<file path="config.mk">
export PLATFORM = sky130hd
export DESIGN_NAME = ret_ring_stack
export DESIGN_NICKNAME = d
export VERILOG_FILES = /design/src/rtl/rstk_pkg.sv /design/src/rtl/rstk_ptr.sv /design/src/rtl/rstk_mem.sv /design/src/rtl/ret_ring_stack.sv
export SDC_FILE = /design/constraint.sdc
export NUM_CORES = 1
export LEC_CHECK = 0
export BUFFER_PORTS_ARGS = -buffer_cell sky130_fd_sc_hd__buf_2
export CAP_MARGIN = 20
export CORE_MARGIN = 5
export CORE_UTILIZATION = 30
export DETAILED_ROUTE_END_ITERATION = 10
export PLACE_DENSITY = 0.49
export SYNTH_ARGS = -nofsm -noshare
export SYNTH_HDL_FRONTEND = slang
export SYNTH_SLANG_ARGS = --single-unit
</file>
<file path="constraint.sdc">
create_clock -name clk -period 2.5 [get_ports clk]
set_clock_uncertainty 0.1 [all_clocks]
set_input_delay 0.125 -clock clk [delete_from_list [all_inputs] [get_ports clk]]
set_output_delay 0.125 -clock clk [all_outputs]
set_load 0.01 [all_outputs]
</file>
<file path="src/rtl/rstk_pkg.sv">
package rstk_pkg;

  typedef enum logic [1:0] {
    OP_IDLE = 2'd0,
    OP_PUSH = 2'd1,
    OP_POP  = 2'd2
  } op_e;

  // push wins over a simultaneous pop
  function automatic op_e decode_op(input logic push, input logic pop);
    if (push)     return OP_PUSH;
    else if (pop) return OP_POP;
    else          return OP_IDLE;
  endfunction

endpackage

</file>
<file path="src/rtl/rstk_ptr.sv">
module rstk_ptr
  import rstk_pkg::*;
#(
  parameter int DEPTH = 8,
  localparam int AW = (DEPTH > 1) ? $clog2(DEPTH) : 1
) (
  input  logic          clk,
  input  logic          rst,
  input  op_e           op,
  output logic [AW-1:0] wr_idx,
  output logic [AW-1:0] rd_idx
);

  localparam logic [AW-1:0] LAST = AW'(DEPTH - 1);

  logic [AW-1:0] ptr;
  logic [AW-1:0] ptr_inc;
  logic [AW-1:0] ptr_dec;

  always_comb begin
    ptr_inc = (ptr == LAST) ? '0 : ptr + 1'b1;
    ptr_dec = (ptr == '0) ? LAST : ptr - 1'b1;
  end

  always_ff @(posedge clk) begin
    if (rst) begin
      ptr <= '0;
    end else begin
      unique case (op)
        OP_PUSH: ptr <= ptr_inc;
        OP_POP:  ptr <= ptr_dec;
        default: ptr <= ptr;
      endcase
    end
  end

  assign wr_idx = ptr;
  assign rd_idx = ptr_dec;

  // pointer back at slot 0 after reset
  p_reset_zero_r1: assert property (@(posedge clk) disable iff (rst)
    $past(rst) |-> ptr == '0);

  // push advances modulo depth
  p_push_adv_r2: assert property (@(posedge clk) disable iff (rst)
    op == OP_PUSH |=> int'(ptr) == (int'($past(ptr)) + 1) % DEPTH);

  // pop steps back modulo depth
  p_pop_back_r3: assert property (@(posedge clk) disable iff (rst)
    op == OP_POP |=> int'(ptr) == (int'($past(ptr)) + DEPTH - 1) % DEPTH);

  // idle keeps the pointer
  p_idle_hold_r7: assert property (@(posedge clk) disable iff (rst)
    op == OP_IDLE |=> $stable(ptr));

endmodule

</file>
<file path="src/rtl/rstk_mem.sv">
module rstk_mem #(
  parameter int DEPTH = 8,
  parameter int WIDTH = 13,
  localparam int AW = (DEPTH > 1) ? $clog2(DEPTH) : 1
) (
  input  logic             clk,
  input  logic             rst,
  input  logic             we,
  input  logic [AW-1:0]    waddr,
  input  logic [WIDTH-1:0] wdata,
  input  logic             re,
  input  logic [AW-1:0]    raddr,
  output logic [WIDTH-1:0] rdata
);

  logic [WIDTH-1:0] ram [DEPTH];

  // write port: contents survive reset
  always_ff @(posedge clk) begin
    if (we) ram[waddr] <= wdata;
  end

  // registered read with output-register reset
  always_ff @(posedge clk) begin
    if (rst)     rdata <= '0;
    else if (re) rdata <= ram[raddr];
  end

  // output register only moves on a read
  p_read_hold_r7: assert property (@(posedge clk) disable iff (rst)
    !re |=> $stable(rdata));

  // decode never asks for both ports in one cycle
  p_port_excl_r8: assert property (@(posedge clk) disable iff (rst)
    !(we && re));

endmodule

</file>
<file path="src/rtl/ret_ring_stack.sv">
module ret_ring_stack
  import rstk_pkg::*;
#(
  parameter int DEPTH = 8,
  parameter int WIDTH = 13,
  localparam int AW = (DEPTH > 1) ? $clog2(DEPTH) : 1
) (
  input  logic             clk,
  input  logic             rst,
  input  logic             push_i,
  input  logic             pop_i,
  input  logic [WIDTH-1:0] push_data_i,
  output logic [WIDTH-1:0] tos_o
);

  op_e           op;
  logic [AW-1:0] wr_idx;
  logic [AW-1:0] rd_idx;
  logic          we;
  logic          re;

  always_comb begin
    op = decode_op(push_i, pop_i);
    we = (op == OP_PUSH);
    re = (op == OP_POP);
  end

  rstk_ptr #(.DEPTH(DEPTH)) u_ptr (
    .clk    (clk),
    .rst    (rst),
    .op     (op),
    .wr_idx (wr_idx),
    .rd_idx (rd_idx)
  );

  rstk_mem #(.DEPTH(DEPTH), .WIDTH(WIDTH)) u_mem (
    .clk   (clk),
    .rst   (rst),
    .we    (we),
    .waddr (wr_idx),
    .wdata (push_data_i),
    .re    (re),
    .raddr (rd_idx),
    .rdata (tos_o)
  );

  // output cleared after reset
  p_reset_out_r1: assert property (@(posedge clk) disable iff (rst)
    $past(rst) |-> tos_o == '0);

  // push with pop leaves the output alone
  p_pushpop_hold_r8: assert property (@(posedge clk) disable iff (rst)
    (push_i && pop_i) |=> $stable(tos_o));

  // a push alone leaves the output alone
  p_push_hold_r7: assert property (@(posedge clk) disable iff (rst)
    (push_i && !pop_i) |=> $stable(tos_o));

endmodule

</file>
# Word-level counts from Yosys, hierarchy flattened
# Memory sizes are Yosys's and may differ from the RTL's. A register that Yosys moved wholly into a read port is not among the register bits.
# Index checks and enable logic that the tools add are counted.
[totals]
register_bits = 3
in_bits = 17
out_inout_bits = 13
ramBits = 104
elab_cells = 16
mem_count = 1
[classes]
n_eq_ne = 3
n_addsub = 2
reduce_logical = 2
mux = 7
[memory_table]
columns = ["memory", "depth", "word_bits", "read_ports", "rd_ports_with_merged_regs", "write_ports", "line", "text"]
rows = [
  ["u_mem.ram", 8, 13, 1, 1, 1, "rstk_mem.sv:16", "logic [WIDTH-1:0] ram [DEPTH];"],
]
[op_table]
columns = ["cell", "count"]
rows = [
  ["$mux W3", 2],
  ["$pmux W3 S2", 1],
  ["$mux W2", 2],
  ["$add A3 B1 Y3 const B", 1],
  ["$eq A3 B3 Y1 const B", 1],
  ["$logic_not A3 Y1", 1],
  ["$sub A3 B1 Y3 const B", 1],
  ["$eq A2 B1 Y1 const B", 1],
  ["$eq A2 B2 Y1 const B", 1],
  ["$mux W1", 2],
  ["$reduce_bool A2 Y1", 1],
]

# Logic depth before layout (Yosys ltp)
[depth]
word_depth = 5
depth_mapped = 12
ltp_nobuf = 7

# Cells and area by module
# A second synthesis with hierarchy kept.
[hier_totals]
hier_cells = 279
hier_area_um2 = 4787.1
[modules_own_cells]
columns = ["module", "area_per_inst_um2", "seq_area_each_um2", "n_inst", "cells_each"]
rows = [
  ["rstk_mem", 4545.6, 3383.2, 1, 252],
  ["rstk_ptr", 231.5, 60.1, 1, 25],
  ["ret_ring_stack", 10.0, 0.0, 1, 2],
]

# Worst setup path after synthesis
# No wires, ideal clock.
[synth_path]
kind = "reg2reg"
startpoint = "reg u_ptr.ptr[0] (netlist: u_ptr.wr_idx[0])"
endpoint = "reg u_mem.rdata[10] (read register of u_mem.ram)"
n_path_buf = 5
synth_period_minus_slack_ns = 2.373
path_stages_with_launch = 13
arrival_time_ns = 2.153
slack_ns = 0.127
setup_time_ns = 0.120
required_time_ns = 2.280
cell_sequence = "dfxtp_1 > buf_6 > buf_6 > buf_4 > inv_1 > ha_1 > ha_1 > nand2b_4 > buf_6 > buf_6 > a211oi_2 > a211oi_1 > a211o_1"
[synth_via]
elab_chain_len = 2
word_cells_on_any_way = 3
classes_between = "1 x add/sub; 1 x mux; 1 x reduce/logical"
[synth_lines]
columns = ["item", "line", "text"]
rows = [
  ["from (decl)", "rstk_ptr.sv:16", "logic [AW-1:0] ptr;"],
  ["from (signal assigned)", "rstk_ptr.sv:30", "OP_PUSH: ptr <= ptr_inc;"],
  ["from (signal assigned)", "rstk_ptr.sv:31", "OP_POP: ptr <= ptr_dec;"],
  ["from (signal assigned)", "rstk_ptr.sv:32", "default: ptr <= ptr;"],
  ["$sub A3 B1 Y3 or $logic_not A3 Y1 (tied branches)", "rstk_ptr.sv:22", "ptr_dec = (ptr == '0) ? LAST : ptr - 1'b1;"],
  ["$mux W3 *", "rstk_ptr.sv:22", ""],
  ["to (decl)", "rstk_mem.sv:13", "output logic [WIDTH-1:0] rdata"],
]
# Every way passes the cells marked *; elsewhere a longest branch is shown, timed or not.
# A chain may end at the register's enable or synchronous reset.

# Worst setup path after layout
[layout_path]
startpoint = "reg u_ptr.ptr[1] (netlist: u_ptr.wr_idx[1])"
endpoint = "reg u_mem.rdata[8] (read register of u_mem.ram)"
# Same word-level chain as after synthesis.

==> results summary <==
The detailed-route wire length came out at 10800 um. The maximum fanout count along the critical path came out at 19. Measured in cells, the most critical reg-to-reg path has a length of 8.

The maximum achievable frequency is ~430 MHz. The final total negative setup slack is 0 ps. The floorplan die width came out at approximately 140 um.

The launch instance of the worst min-delay path is pop_i. The unique cell type count in the Yosys netlist is 28. After the last flow step, the layout net total stands at roughly 400.

At the worst endpoint, the required time is about 2700 ps. The tightest min-delay check is of the input port to flop type. At the end of routability-driven placement, the weighted congestion stood at roughly 0.73. At the pin with the least slew margin, the transition time is between 400 and 500 ps. The first global-routing pass estimated 16500 um of wire. The final-report setup violation count came out at 0. The CTS clock-pin slew for the worst setup and hold paths came out at 50 ps.

The final-report hold violation count came out at 0. The core region is approximately 0.016 mm2. The mean cell area of the mapped netlist is roughly 16 um2.

The total of max-cap violations is 0. The worst supply voltage drop on vdd is 0.454 mV. The largest net degree at the start of global routing came out at 39. The via count normalized by instance count is between 4 and 5. The launching point of the worst reg2reg path is u_ptr.wr_idx[1]. Once detail routing completed, the nets flagged for antenna violations numbered 0. The mapped cell area is between 0.004 and 0.005 mm2.

The worst-case setup slack after placement is approximately 190 ps. The total routing usage reported by global routing is 0.124. The tree built by TritonCTS fans out to 120 sinks. The die outline height came out at around 140 um.

The portion of the clock cycle consumed by the worst path in the final layout came out at 0.923. The sequential area share after synthesis is 0.708. The diode insertion count for antenna repair came out at 0. Of the cells placed in the final design, the portion with a size suffix greater than 1 is 0.244.

The post-CTS resize count is 0. The register-to-register setup slack came out at roughly 190 ps. The worst setup path is captured at a flop. The setup path with the least slack is of type flop to flop. The flow ran to the end, and the final reports show no timing, DRC or antenna violations. The routed layout has around 2800 vias. In the final routed layout, each cell accounts on average for around 18 um.

The total half-perimeter wirelength after legalization and detailed placement came out at 6310 um. At the later pin of the worst-skew pair, clock insertion delay measures 410 ps. The analysis attributes to cell leakage a power of 0.00213 uW. Of all cell types, the one taking the most synthesized area is sky130_fd_sc_hd__edfxtp_1. The cell count after synthesis came out at between 300 and 400.

The end point of the most critical hold path is u_ptr.wr_idx[1]. The slack of the critical path came out at between 150 and 200 ps. The starting density of the core came out at 0.306.

When the netlist entered floorplanning its net count stood at ~330. The relative slew slack is 0.690. Input and output buffers added on the ports amount to 29.

The row count came out at 46. Yosys attributes the largest share of cell area to sky130_fd_sc_hd__edfxtp_1, sky130_fd_sc_hd__dfxtp_1, sky130_fd_sc_hd__a211oi_1. The capture instance of the worst register-to-register path is u_mem.rdata[8]. The number of search-and-repair iterations in the first detailed-routing pass is 4.

The via count of the first global-routing pass was 2840. The number of DRC markers in iteration 0 came out at 224. The yosys synthesis warning count came out at 0. The count of boundary I/O pins came out at 30.

The tree is rooted in a sky130_fd_sc_hd__clkbuf_16. The initial antenna violation count came out at 0. Setup repair after global routing left no endpoint under its margin. In this run the worst setup path begins at u_ptr.wr_idx[1]. The post-detailed-route DRC marker count is 0.

The register bit count reported by yosys is 120. The worst setup path is launched from a flop. The final critical-path required period is between 2000 and 2500 ps.

The max-slew violation count is 0. TritonCTS built the clock tree. The number of instances on the worst hold path is 3. The die covers ~0.019 mm2.

The number of CTS-inserted buffers is 17. For the worst setup path, the data arrival time is roughly 2500 ps. From synthesis to final layout, the design area changed by 23.4%.

The remaining global-route overflow came out at 0. The depth of the CTS H-tree is 4. The power density over the cells came out at 848 mW/mm2.

The maximum number of buffers from clock root to sink is 2. The share of the synthesized area in the top cell type came out at 0.642.
final cells by class:
| type | instances | area (um2) |
|---|---|---|
| Fill cell | 1524 | 9880 |
| Sequential cell | 120 | 3440 |
| Multi-Input combinational cell | 166 | 1230 |
| Clock buffer | 28 | 517 |
| Timing Repair Buffer | 64 | 483 |
| Tap cell | 216 | 270 |
| Clock inverter | 4 | 42.5 |
| Inverter | 4 | 15.0 |
through the flow:
stage | utilization | hold WS (ps) | power [uW] | std cells | instance area [um2]
final | 0.378 | 65.8 | 5090 | 602 | 6000
after global routing | 0.378 | 85.5 | 5280 | 602 | 6000
after CTS | 0.378 | 39.4 | 5140 | 602 | 6000
after detailed placement | 0.333 | 302 | 2850 | 555 | 5290
after global placement | 0.333 | 302 | 2840 | 555 | 5290
after floorplan | - | 94.1 | 2680 | 310 | 4860
cells by family (layout without fill, tap and decap cells):
kind of cell / Yosys count / after routing / synth area share
AO/OA/AOI/OAI: 72 / 72 / 0.130
adder cells (fa/ha/maj): 4 / 4 / 0.0103
buffers and inverters: 24 / 100 / 0.0412
flip-flops: 120 / 120 / 0.708
multiplexers: 13 / 13 / 0.0268
AND/OR/NAND/NOR: 77 / 77 / 0.0841
critical path: stages (launching register included):
cell and delay, ps:
sky130_fd_sc_hd__dfxtp_1 470, sky130_fd_sc_hd__inv_1 110, sky130_fd_sc_hd__ha_1 190, sky130_fd_sc_hd__ha_1 220
sky130_fd_sc_hd__nand2b_4 290, sky130_fd_sc_hd__buf_12 220, sky130_fd_sc_hd__a211oi_1 240, sky130_fd_sc_hd__a311oi_1 90
sky130_fd_sc_hd__a211o_1 240
state kept, by name (all words and copies together) (netlist names):
register / cells
u_mem.ram: 104
u_ptr.wr_idx: 3
u_mem.rdata: 13
synth_stat cells:
| cell | n |
|---|---|
| sky130_fd_sc_hd__a21oi_1 | 4 |
| sky130_fd_sc_hd__nand2_1 | 31 |
| sky130_fd_sc_hd__or2b_1 | 1 |
| sky130_fd_sc_hd__a211oi_1 | 28 |
| sky130_fd_sc_hd__ha_1 | 4 |
| sky130_fd_sc_hd__nor3_1 | 3 |
| sky130_fd_sc_hd__dfxtp_1 | 16 |
| sky130_fd_sc_hd__inv_1 | 4 |
| sky130_fd_sc_hd__a311oi_1 | 13 |
| sky130_fd_sc_hd__buf_4 | 3 |
| sky130_fd_sc_hd__nor2b_2 | 1 |
| sky130_fd_sc_hd__buf_2 | 6 |
| sky130_fd_sc_hd__a211oi_2 | 12 |
| sky130_fd_sc_hd__nand2_2 | 1 |
| sky130_fd_sc_hd__nor2_1 | 8 |
| sky130_fd_sc_hd__edfxtp_1 | 104 |
| sky130_fd_sc_hd__a211o_1 | 13 |
| sky130_fd_sc_hd__buf_12 | 1 |
| sky130_fd_sc_hd__nand2b_1 | 1 |
| sky130_fd_sc_hd__nand2b_4 | 1 |
| sky130_fd_sc_hd__a2111oi_2 | 1 |
| sky130_fd_sc_hd__nor2b_1 | 26 |
| sky130_fd_sc_hd__o211ai_1 | 1 |
| sky130_fd_sc_hd__nor3b_4 | 1 |
| sky130_fd_sc_hd__buf_6 | 10 |
| sky130_fd_sc_hd__mux2i_1 | 13 |
| sky130_fd_sc_hd__nand3b_1 | 2 |
| sky130_fd_sc_hd__nand2b_2 | 1 |
placed cells by master (no fill, tap or decap):
cell / n
sky130_fd_sc_hd__nor3b_4: 1
sky130_fd_sc_hd__nor2_1: 8
sky130_fd_sc_hd__nand2_2: 1
sky130_fd_sc_hd__a211oi_2: 12
sky130_fd_sc_hd__a211o_1: 13
sky130_fd_sc_hd__ha_1: 4
sky130_fd_sc_hd__nor2b_2: 1
sky130_fd_sc_hd__dfxtp_2: 1
sky130_fd_sc_hd__clkbuf_16: 17
sky130_fd_sc_hd__a311oi_1: 13
sky130_fd_sc_hd__nand2b_4: 1
sky130_fd_sc_hd__clkbuf_8: 5
sky130_fd_sc_hd__mux2i_1: 13
sky130_fd_sc_hd__clkinv_2: 1
sky130_fd_sc_hd__inv_1: 4
sky130_fd_sc_hd__clkinv_1: 2
sky130_fd_sc_hd__a21oi_1: 4
sky130_fd_sc_hd__nor3_1: 1
sky130_fd_sc_hd__bufinv_16: 1
sky130_fd_sc_hd__nand3b_1: 2
sky130_fd_sc_hd__dfxtp_1: 15
sky130_fd_sc_hd__buf_12: 3
sky130_fd_sc_hd__nand2b_1: 1
sky130_fd_sc_hd__nand2b_2: 1
sky130_fd_sc_hd__buf_2: 29
sky130_fd_sc_hd__clkbuf_1: 6
sky130_fd_sc_hd__edfxtp_1: 104
sky130_fd_sc_hd__buf_4: 17
sky130_fd_sc_hd__nand2_1: 31
sky130_fd_sc_hd__o211ai_1: 1
sky130_fd_sc_hd__a211oi_1: 28
sky130_fd_sc_hd__dlygate4sd3_1: 15
sky130_fd_sc_hd__a2111oi_2: 1
sky130_fd_sc_hd__nor2b_1: 26
sky130_fd_sc_hd__nor3_2: 2
sky130_fd_sc_hd__or2b_1: 1
timing repair:
item                      4_1_cts  5_1_grt
hold endpoints to repair      107        0
setup buffers                   0        0
hold buffers                   15        0
how the worst max path moves through the flow:
stage	end	slack, ps	cells past startpoint
floorplan	u_mem.rdata[10]	130	12
detailed placement	u_mem.rdata[8]	190	8
global placement	u_mem.rdata[9]	290	8
global route	u_mem.rdata[3]	70	8
finish	u_mem.rdata[8]	190	8
CTS	u_mem.rdata[8]	180	8
report_power, final:
| part | switching (uW) | internal, uW |
|---|---|---|
| registers | 36.0 | 2270 |
| clock network | 780 | 1490 |
| logic | 311 | 203 |
metal layers:
layer	wire length, um	global-route usage
met5	0	0
met4	235	0.0604
met3	438	0.0362
met2	5190	0.199
met1	4940	0.152
Power figures use the tool's default switching activity.
